<file path="src/rtl/rcg_pkg.sv">
package rcg_pkg;
   localparam int DIV_W = 4;
   typedef logic [2:0]       rsel_t;
   typedef logic [DIV_W-1:0] div_t;

   function automatic div_t div_of(rsel_t s);
      case (s)
         3'b000:  return div_t'(1);
         3'b001:  return div_t'(3);
         3'b010:  return div_t'(4);
         default: return div_t'(8);
      endcase
   endfunction

   function automatic logic is_async(rsel_t s);
      return (s == 3'b100) || (s == 3'b101);
   endfunction

   function automatic logic is_rsvd(rsel_t s);
      return s[2] & s[1];
   endfunction
endpackage

</file>
<file path="src/rtl/rcg_mode.sv">
module rcg_mode
   import rcg_pkg::*;
(
   input  logic  clk_i,
   input  logic  rst_n_i,
   input  rsel_t sel_i,
   output logic  live_o,
   output logic  restart_o,
   output div_t  div_o,
   output logic  async_o,
   output logic  rsvd_o,
   output logic  fast_o
);
   rsel_t sel_q;
   logic  live_q;

   always_ff @(posedge clk_i or negedge rst_n_i) begin
      if (!rst_n_i) begin
         sel_q  <= '0;
         live_q <= 1'b0;
      end else begin
         sel_q  <= sel_i;
         live_q <= 1'b1;
      end
   end

   always_comb begin
      live_o    = live_q;
      restart_o = !live_q || (sel_i != sel_q);
      div_o     = div_of(sel_q);
      async_o   = live_q && is_async(sel_q);
      rsvd_o    = live_q && is_rsvd(sel_q);
      fast_o    = sel_q[0];
   end
endmodule

</file>
<file path="src/rtl/rcg_div.sv">
module rcg_div
   import rcg_pkg::*;
(
   input  logic clk_i,
   input  logic rst_n_i,
   input  logic restart_i,
   input  logic run_i,
   input  div_t div_i,
   output logic en_o
);
   div_t cnt_q;
   logic wrap;

   assign wrap = (cnt_q == div_i - div_t'(1));

   always_ff @(posedge clk_i or negedge rst_n_i) begin
      if (!rst_n_i)       cnt_q <= '0;
      else if (restart_i) cnt_q <= '0;
      else if (wrap)      cnt_q <= '0;
      else                cnt_q <= cnt_q + div_t'(1);
   end

   assign en_o = run_i && wrap;
endmodule

</file>
<file path="src/rtl/rcg_bitsync.sv">
module rcg_bitsync #(
   parameter int STAGES    = 2,
   parameter int HALF_SLOW = 16,
   parameter int HALF_FAST = 8,
   localparam int CW       = $clog2(HALF_SLOW + 1)
) (
   input  logic clk_i,
   input  logic rst_n_i,
   input  logic bclk_i,
   input  logic stb_i,
   input  logic async_i,
   input  logic fast_i,
   output logic sample_o
);
   logic [STAGES-1:0] bc_sh, st_sh;
   logic              bc_last, rise, armed_q, slot_q, samp_q;
   logic [CW-1:0]     cnt_q;

   for (genvar g = 0; g < STAGES; g++) begin : g_sync
      always_ff @(posedge clk_i or negedge rst_n_i) begin
         if (!rst_n_i) begin
            bc_sh[g] <= 1'b0;
            st_sh[g] <= 1'b0;
         end else if (g == 0) begin
            bc_sh[g] <= bclk_i;
            st_sh[g] <= stb_i;
         end else begin
            bc_sh[g] <= bc_sh[(g == 0) ? 0 : g-1];
            st_sh[g] <= st_sh[(g == 0) ? 0 : g-1];
         end
      end
   end

   assign rise = bc_sh[STAGES-1] & ~bc_last;

   always_ff @(posedge clk_i or negedge rst_n_i) begin
      if (!rst_n_i) begin
         bc_last <= 1'b0;
         armed_q <= 1'b0;
         slot_q  <= 1'b0;
         samp_q  <= 1'b0;
         cnt_q   <= '0;
      end else begin
         bc_last <= bc_sh[STAGES-1];
         samp_q  <= 1'b0;
         if (rise) begin
            armed_q <= 1'b1;
            slot_q  <= st_sh[STAGES-1];
            cnt_q   <= fast_i ? CW'(HALF_FAST - 1) : CW'(HALF_SLOW - 1);
         end else if (armed_q) begin
            if (cnt_q == '0) begin
               armed_q <= 1'b0;
               samp_q  <= slot_q && async_i;
            end else begin
               cnt_q <= cnt_q - CW'(1);
            end
         end
      end
   end

   assign sample_o = samp_q;
endmodule

</file>
<file path="src/rtl/rate_clkgen.sv">
module rate_clkgen #(
   parameter int MASTER_KHZ  = 4096,
   parameter int SLOW_KHZ    = 128,
   parameter int FAST_KHZ    = 256,
   parameter int SYNC_STAGES = 2
) (
   input  logic       clk_i,
   input  logic       rst_n_i,
   input  logic [2:0] sel_i,
   input  logic       bclk_i,
   input  logic       strobe_i,
   output logic       en512_o,
   output logic       async_o,
   output logic       sel_err_o,
   output logic       bit_sample_o
);
   import rcg_pkg::*;

   localparam int HALF_SLOW = MASTER_KHZ / SLOW_KHZ / 2;
   localparam int HALF_FAST = MASTER_KHZ / FAST_KHZ / 2;

   if (SYNC_STAGES < 2 || HALF_FAST < 2 || HALF_SLOW < HALF_FAST ||
       (MASTER_KHZ % (2 * FAST_KHZ)) != 0 || (MASTER_KHZ % (2 * SLOW_KHZ)) != 0) begin : g_bad_cfg
      $error("rate_clkgen: unsupported parameter set");
   end

   logic live, restart, async_m, rsvd, fast, en_raw;
   div_t div;

   rcg_mode u_mode (
      .clk_i(clk_i), .rst_n_i(rst_n_i), .sel_i(sel_i),
      .live_o(live), .restart_o(restart), .div_o(div),
      .async_o(async_m), .rsvd_o(rsvd), .fast_o(fast)
   );

   rcg_div u_div (
      .clk_i(clk_i), .rst_n_i(rst_n_i), .restart_i(restart),
      .run_i(live && !rsvd), .div_i(div), .en_o(en_raw)
   );

   rcg_bitsync #(
      .STAGES(SYNC_STAGES), .HALF_SLOW(HALF_SLOW), .HALF_FAST(HALF_FAST)
   ) u_bsync (
      .clk_i(clk_i), .rst_n_i(rst_n_i), .bclk_i(bclk_i), .stb_i(strobe_i),
      .async_i(async_m), .fast_i(fast), .sample_o(bit_sample_o)
   );

   assign en512_o   = en_raw;
   assign async_o   = async_m;
   assign sel_err_o = rsvd;
endmodule

</file>
<file path="config.mk">
export PLATFORM = sky130hd
export DESIGN_NAME = rate_clkgen
export DESIGN_NICKNAME = d
export VERILOG_FILES = /design/src/rtl/rcg_pkg.sv /design/src/rtl/rcg_mode.sv /design/src/rtl/rcg_div.sv /design/src/rtl/rcg_bitsync.sv /design/src/rtl/rate_clkgen.sv
export SDC_FILE = /design/constraint.sdc
export NUM_CORES = 1
export LEC_CHECK = 0
export ABC_AREA = 1
export BUFFER_PORTS_ARGS = -buffer_cell sky130_fd_sc_hd__buf_2
export CORE_UTILIZATION = 63
export CTS_BUF_LIST = sky130_fd_sc_hd__clkbuf_4 sky130_fd_sc_hd__clkbuf_8
export DETAILED_ROUTE_END_ITERATION = 8
export PLACE_DENSITY = 0.83
export SLEW_MARGIN = 30
export SYNTH_ARGS = -nofsm -noshare
export SYNTH_HDL_FRONTEND = slang
export SYNTH_SLANG_ARGS = --single-unit
</file>
<file path="constraint.sdc">
create_clock -name clk_i -period 2.4 [get_ports clk_i]
set_input_delay 0.36 -clock clk_i [delete_from_list [all_inputs] [get_ports clk_i]]
set_output_delay 0.36 -clock clk_i [all_outputs]
set_load 0.05 [all_outputs]
</file>
==> metrics.md, run 1 <==
| Metric | Value |
|---|---|
| H-Tree Depth | `1` |
| Achievable frequency | `a little over 500 MHz` |
| # diodes | `0` |
| Aggregate global routing overflow | `0` |
| Final worst-path cycle share | `80.8%` |
| Via count | `a little over 700` |
| TritonRoute pass-1 iters | `4` |
| Routed wire length | `approximately 1500 um` |
| Failing checks | `hold timing` |
| Most frequent cells in the layout | `32 x nand2_1, 21 x dfrtp_1, 16 x inv_1, 11 x nor2_1, 10 x buf_2` |
| Most common cell after layout, fill and taps aside | `nand2_1` |
| Yosys warns | `0` |
| Layout area overhead | `10.0%` |
| Worst min path class | `in -> async` |
| Vias in the first global route | `~700` |
| Clock skew | `between 0.003 and 0.004 ns` |
| Hold slack final | `-0.0112 ns` |
| Synth top area share | `between 50% and 60%` |
| Synth unique cells | `19` |
| Worst VDD drop | `about 0.7 mV` |
| CTS buffer count | `3` |
| Mapped Nets | `about 120` |
| Routed vias/inst | `about 5` |
| Layout cell share with drive strength beyond 1 | `between 15 and 20%` |
| Total negative slack | `0 ns` |
| Clock Sinks | `21` |
| Min cycle time layout | `between 1.5 and 2 ns` |
| CP max FO | `5` |
| Pwr Total | `about 0.91 mW` |
| Drt drc | `0` |
| Syn Std Cell Area | `986 um^2` |
| Pwr Density | `~840 nW/um^2` |
| Initial drt markers | `12` |
| Core Util, Final | `78.5%` |
| Initial antenna violation count | `0` |
| WL/cell | `10.8 um` |
| Yosys top cell by area | `dfrtp_1` |
| IO buf count | `10` |
| Gate Count Post-Synth | `approximately 110` |
| First-pass GRT wire length | `2740 um` |
| Largest net degree at the start of global routing | `22` |
| Initial Utilization | `71.3%` |
| I/O pin cnt | `11` |
| All-Layer GR Usage | `between 20% and 30%` |
| RSZ-0062 raised after global routing | `no` |
| RePlAce Congestion | `approximately 0.8` |
| Final Hold Violating Endpoints | `21` |
| Synth area leaders | `dfrtp_1 53%, nand2_1 12%, inv_1 6.1%, nor2_1 4.2%, nand3_1 4.1%` |
| Clk_lat worst skew | `slightly below 0.3 ns` |
| CTS Hold Bufs | `0` |
| Seq/Total Area, Yosys | `between 50% and 60%` |
| Fin. max-slew vios | `0` |
| Die Footprint | `around 1700 um^2` |
| TritonCTS clock tree | `done` |
| Mapped Avg Cell Area | `between 8 and 9 um^2` |
| HPWL Detailed | `1160 um` |
| Crit end category | `output port` |
| Height of the chip | `41.6 um` |
| Width of the die | `41.6 um` |
| Row Count | `13` |
| Core box area | `1380 um^2` |
| Worst EP arrival | `1.58 ns` |
| Outcome | `finished, violations left` |
| # fillers | `98` |
| Post-CTS Setup Bufs | `0` |
| Finish-stage setup viols | `0` |
| Worst Path Required | `a little over 2 ns` |
| Max-Cap Viols | `0` |
| Nets | `137` |
| Cts repair resizes | `0` |
| Clock buffer depth | `2` |
| Clk slew on worst S/H paths | `0.11 ns` |
| Clk root buf | `clkbuf_4` |
| Critical path class | `reg -> out` |
| P_leak | `0.577 nW` |
| Crit path launch type | `flip-flop` |
| FF+latch count, synth | `21` |
| Post-DRT Antenna Nets | `0` |
==> power by group <==
group          switching (mW)  internal (mW)  total, mW
logic                   0.171          0.108      0.279
registers              0.0401          0.412      0.452
clock network          0.0998         0.0759      0.176
==> cell usage after synthesis (all sizes together) <==
cell,instances
nand2,33
dfrtp,21
inv,17
nor2,14
nand3,10
xor2,4
ha,3
o21ai,3
nor3,2
a21oi,1
conb,1
nand3b,1
or2,1
xnor2,1
==> state kept, by name, summed over array words and instances, names as in the netlist <==
register / cells
u_bsync.armed_q: 1
u_bsync.bc_last: 1
u_bsync.bc_sh: 2
u_bsync.cnt_q: 5
u_bsync.sample_o: 1
u_bsync.slot_q: 1
u_bsync.st_sh: 2
u_div.cnt_q: 4
u_mode.live_o: 1
u_mode.sel_q: 3
==> cell type report <==
cell class	instances	area, um^2	share of cell area, %
Timing Repair Buffer	10	50.0	4.61
Tap cell	15	18.8	1.73
Inverter	17	66.3	6.11
Multi-Input combinational cell	74	394	36.3
Clock buffer	4	30.0	2.77
Sequential cell	21	526	48.4
==> final timing paths <==
check / start / endpoint / slack, ns / cells after the start
worst max-delay path: u_mode.sel_q[2]$_DFF_PN0_ / en512_o / 0.46 / 6
worst min-delay path: rst_n_i / u_bsync.cnt_q[4]$_DFFE_PN0P_ / -0.01 / 1
worst max register to register: u_bsync.cnt_q[0]$_DFFE_PN0P_ / u_bsync.cnt_q[1]$_DFFE_PN0P_ / 1.06 / 7
worst min register to register: u_bsync.st_sh[0]$_DFF_PN0_ / u_bsync.st_sh[1]$_DFF_PN0_ / 0.38 / 0
max in group asynchronous: rst_n_i / u_bsync.st_sh[1]$_DFF_PN0_ / 2.10 / 1
min in group clk_i: bclk_i / u_bsync.bc_sh[0]$_DFF_PN0_ / 0.16 / 1
==> worst max-delay path: stages, from the launching register on <==
cell	delay [ns]
dfrtp_1	0.45
nor2_2	0.20
nand3b_1	0.10
nand2_1	0.10
nand3_2	0.09
nor2_1	0.09
buf_2	0.26
==> per-layer routing <==
layer  part of all wire (%)  routed length, um  global-route usage (%)
met2                     49                743                    33.8
met5                      0                  0                       0
met1                     48                735                    27.3
met4                   0.39                  6                    9.03
met3                    2.3                 35                    3.04
==> cells by family after synthesis <==
kind of cell | share of synthesized area, %
AOI/OAI and AO/OA | 3.93
xor gates and xnor gates | 4.44
adders and majority gates | 3.81
buffers and inverters | 6.73
DFF | 53.3
other | 0.380
and+or+nand+nor | 27.4
==> through the flow <==
stage | setup WS [ns] | std cells | area (um^2) | hold WS (ns)
after floorplan | 0.556 | 112 | 986 | 0.0644
after global placement | 0.855 | 137 | 1050 | 0.330
after detailed placement | 0.807 | 137 | 1050 | 0.333
after CTS | 0.454 | 141 | 1080 | 0.00708
after global routing | 0.320 | 141 | 1080 | 0.0144
final | 0.461 | 141 | 1080 | -0.0112
No activity file was read; power rests on OpenSTA's default activity.
==> run 2, diff against run 1 <==
--- a/config.mk
+++ b/config.mk
@@ -5,12 +5,12 @@
 export SDC_FILE = /design/constraint.sdc
 export NUM_CORES = 1
 export LEC_CHECK = 0
-export ABC_AREA = 1
+export ABC_AREA = 0
 export BUFFER_PORTS_ARGS = -buffer_cell sky130_fd_sc_hd__buf_2
-export CORE_UTILIZATION = 63
+export CORE_UTILIZATION = 53
 export CTS_BUF_LIST = sky130_fd_sc_hd__clkbuf_4 sky130_fd_sc_hd__clkbuf_8
 export DETAILED_ROUTE_END_ITERATION = 8
-export PLACE_DENSITY = 0.83
+export PLACE_DENSITY = 0.75
 export SLEW_MARGIN = 30
 export SYNTH_ARGS = -nofsm -noshare
 export SYNTH_HDL_FRONTEND = slang
==> constraint.sdc (replaced) <==
create_clock -name clk_i -period 1.65 [get_ports clk_i]
set_input_delay 0.2475 -clock clk_i [delete_from_list [all_inputs] [get_ports clk_i]]
set_output_delay 0.2475 -clock clk_i [all_outputs]
set_load 0.05 [all_outputs]
==> metrics.md, run 2 <==
| Metric | Value |
|---|---|
| WL/cell | `roughly 14 um` |
| Failing checks | `setup timing` |
| Worst EP arrival | `1.68 ns` |
| Largest net degree at the start of global routing | `22` |
| Pwr Density | `between 1000 and 1500 nW/um^2` |
| Worst Hold Launch | `strobe_i` |
| Clk root buf | `clkbuf_4` |
| Drt drc | `0` |
| Worst VDD drop | `between 0.8 and 0.9 mV` |
| TritonRoute pass-1 iters | `4` |
| Synth top area share | `around 57%` |
| Row Count | `14` |
| Depth of the most critical reg-to-reg path | `5` |
| Setup slack after layout | `-0.277 ns` |
| Core box area | `roughly 1600 um^2` |
| I/O pin cnt | `11` |
| Most common cell after layout, fill and taps aside | `dfrtp_1` |
| Outcome | `finished, violations left` |
| Internal reg-to-reg setup slack | `approximately 0.10 ns` |
| Seq/Total Area, Yosys | `57.0%` |
| Post-synth top cells | `21 x dfrtp_1, 8 x nand2_1, 5 x a21oi_1` |
| Ys async rst share | `100%` |
| Initial drt markers | `14` |
| TritonCTS clock tree | `done` |
| Hold worst-path end | `u_bsync.st_sh[0]$_DFF_PN0_` |
| Aggregate global routing overflow | `0` |
| Synth unique cells | `28` |
| Vias in the first global route | `643` |
| Width of the die | `~44 um` |
| RSZ-0062 raised after global routing | `yes` |
| Mapped Avg Cell Area | `between 10 and 15 um^2` |
| Die Footprint | `approximately 1900 um^2` |
| Top reg by flops | `u_bsync.cnt_q` |
| Layout area overhead | `17.5%` |
| Number of synthesized flops with an enable pin | `0` |
| Worst min path class | `in -> reg` |
| # diodes | `0` |
| Clock Sinks | `21` |
| Crit path launch type | `flip-flop` |
| H-Tree Depth | `1` |
| Clock skew | `around 0.010 ns` |
| Fin. max-slew vios | `0` |
| Final Instance Count excl. Fillers | `between 100 and 150` |
| Finish-stage setup viols | `1` |
| Final Hold Violating Endpoints | `0` |
| All-Layer GR Usage | `between 20% and 30%` |
| Final Instance Area | `~1100 um^2` |
| FF+latch count, synth | `21` |
| First-pass GRT wire length | `2850 um` |
| Via count | `approximately 650` |
| Crit end category | `output port` |
| Synth area leaders | `dfrtp_1 57%, ha_1 4.1%, xnor2_1 3.8%, or4b_1 3.3%, a211oi_1 3.3%` |
| Synth Flop Type | `dfrtp_1` |
| Achievable frequency | `519 MHz` |
| Most common cell in the synthesized netlist | `dfrtp_1` |
| Clk slew on worst S/H paths | `around 0.12 ns` |
| Syn Std Cell Area | `922 um^2` |
| Mapped Nets | `90` |
| Worst r2r src | `u_bsync.cnt_q[0]$_DFFE_PN0P_` |
| Final worst-path cycle share | `117%` |
| Dpl cells | `~110` |
| Post-DRT Antenna Nets | `0` |
| CTS buffer count | `3` |
| Layout cell share with drive strength beyond 1 | `between 20% and 30%` |
| Routed vias/inst | `roughly 5.6` |
| Initial Utilization | `approximately three fifths` |
| Most frequent cells in the layout | `21 x dfrtp_1, 9 x buf_2, 8 x nand2_1, 6 x buf_4, 5 x a21oi_1` |
| Yosys top cell by area | `dfrtp_1` |
| Yosys warns | `0` |
| Gate Count Post-Synth | `80` |
| RePlAce Congestion | `approximately 0.8` |
| RR Endpoint | `u_bsync.cnt_q[0]$_DFFE_PN0P_` |
| CP max FO | `4` |
| Clock buffer depth | `2` |
| Hold Crit Depth | `1` |
| Height of the chip | `43.7 um` |
| IO buf count | `10` |
| Max FFs per register | `5` |
| Max-Cap Viols | `0` |
| P_leak | `0.506 nW` |
| Nets | `111` |
| Initial antenna violation count | `0` |
| Clk_lat worst skew | `roughly 0.32 ns` |
| Critical path class | `reg -> out` |
| Worst Path Required | `~1.4 ns` |
| Routed wire length | `1660 um` |
| Post-placement cell area | `1030 um^2` |
| Min cycle time layout | `around 1.9 ns` |
| Biggest regs | `u_bsync.cnt_q x5, u_div.cnt_q x4, u_mode.sel_q x3` |
[run 2: cell types whose count changed in the layout (fill, tap and decap cells not counted), moves of 3 or more]
cell | before | now
nand2_1 | 32 | 8
inv_1 | 16 | 4
nor2_1 | 11 | 3
nand3_1 | 8 | 1
buf_4 | 0 | 6
a21oi_1 | 0 | 5
a211oi_1 | 0 | 4
nor2_2 | 3 | 0
or4b_1 | 0 | 3
xnor2_1 | 1 | 4
[run 2: layer usage]
metal	GRT usage, %	vias up	part of all wire, %
met5	0	-	0
met4	13.8	0	3.7
met3	3.75	7	2.7
li1	-	326	-
met2	31.0	17	45
met1	29.1	301	49
[run 2: power by group]
part	total, mW	internal [mW]	switching [mW]
Clock	0.257	0.0908	0.166
Combinational	0.250	0.115	0.135
Sequential	0.661	0.584	0.0765
Total	1.17	0.790	0.378
[run 2: worst max-delay path by stage]
stage                              start      end  slack (ns)  depth (start not counted)
2_1_floorplan  u_mode.sel_q[1]$_DFF_PN0_  en512_o       0.006                          3
3_3_place_gp   u_mode.sel_q[1]$_DFF_PN0_  en512_o        0.10                          4
3_5_place_dp    u_div.cnt_q[1]$_DFF_PN0_  en512_o       0.005                          4
4_1_cts         u_div.cnt_q[1]$_DFF_PN0_  en512_o       -0.27                          4
5_1_grt         u_div.cnt_q[1]$_DFF_PN0_  en512_o       -0.34                          4
6_report        u_div.cnt_q[1]$_DFF_PN0_  en512_o       -0.28                          4
[run 2: through the flow]
stage / setup TNS [ns] / hold slack (ns) / worst slack [ns] / power, mW / utilization, %
after floorplan: 0 / -0.0481 / 0.00609 / 0.820 / -
after global routing: -0.341 / 0.0271 / -0.336 / 1.23 / 69.5
final: -0.277 / 0.0304 / -0.277 / 1.17 / 69.5
after CTS: -0.272 / 0.0282 / -0.272 / 1.16 / 69.1
after detailed placement: 0 / 0.220 / 0.00503 / 0.910 / 66.3
after global placement: 0 / 0.222 / 0.101 / 0.893 / 66.3
[run 2: area by class of cell]
cell class	instances	area [um^2]
timing repair buffer	17	111
clock inverter	1	5.00
multi-input combinational	54	384
clock buffer	3	22.5
inverter	4	15.0
sequential	21	526
fill	116	475
tap	16	20.0
[run 2: cells by family after synthesis]
group                      count (synthesis)  synth area share (%)
and+or+nand+nor                           26                  16.0
buffers and inverters                      5                  2.17
muxes                                      1                  1.22
other                                      1                 0.407
DFF                                       21                  57.0
adders and majority gates                  3                  4.07
AOI/OAI and AO/OA                         17                  13.4
xor gates and xnor gates                   6                  5.70
[run 2: what timing repair did]
| item | CTS | global route |
|---|---|---|
| hold buffers | 1 | 0 |
| endpoints found under the hold margin | 21 | 0 |
| gates resized for setup | 2 | 1 |
| endpoints found under the setup margin | 1 | 2 |
| setup buffers | 0 | 0 |
[run 2: critical path: stages (launching register included)]
cell and delay, ns:
dfrtp_1 0.44, xor2_1 0.17, o41ai_2 0.31, and4_2 0.29
buf_6 0.15
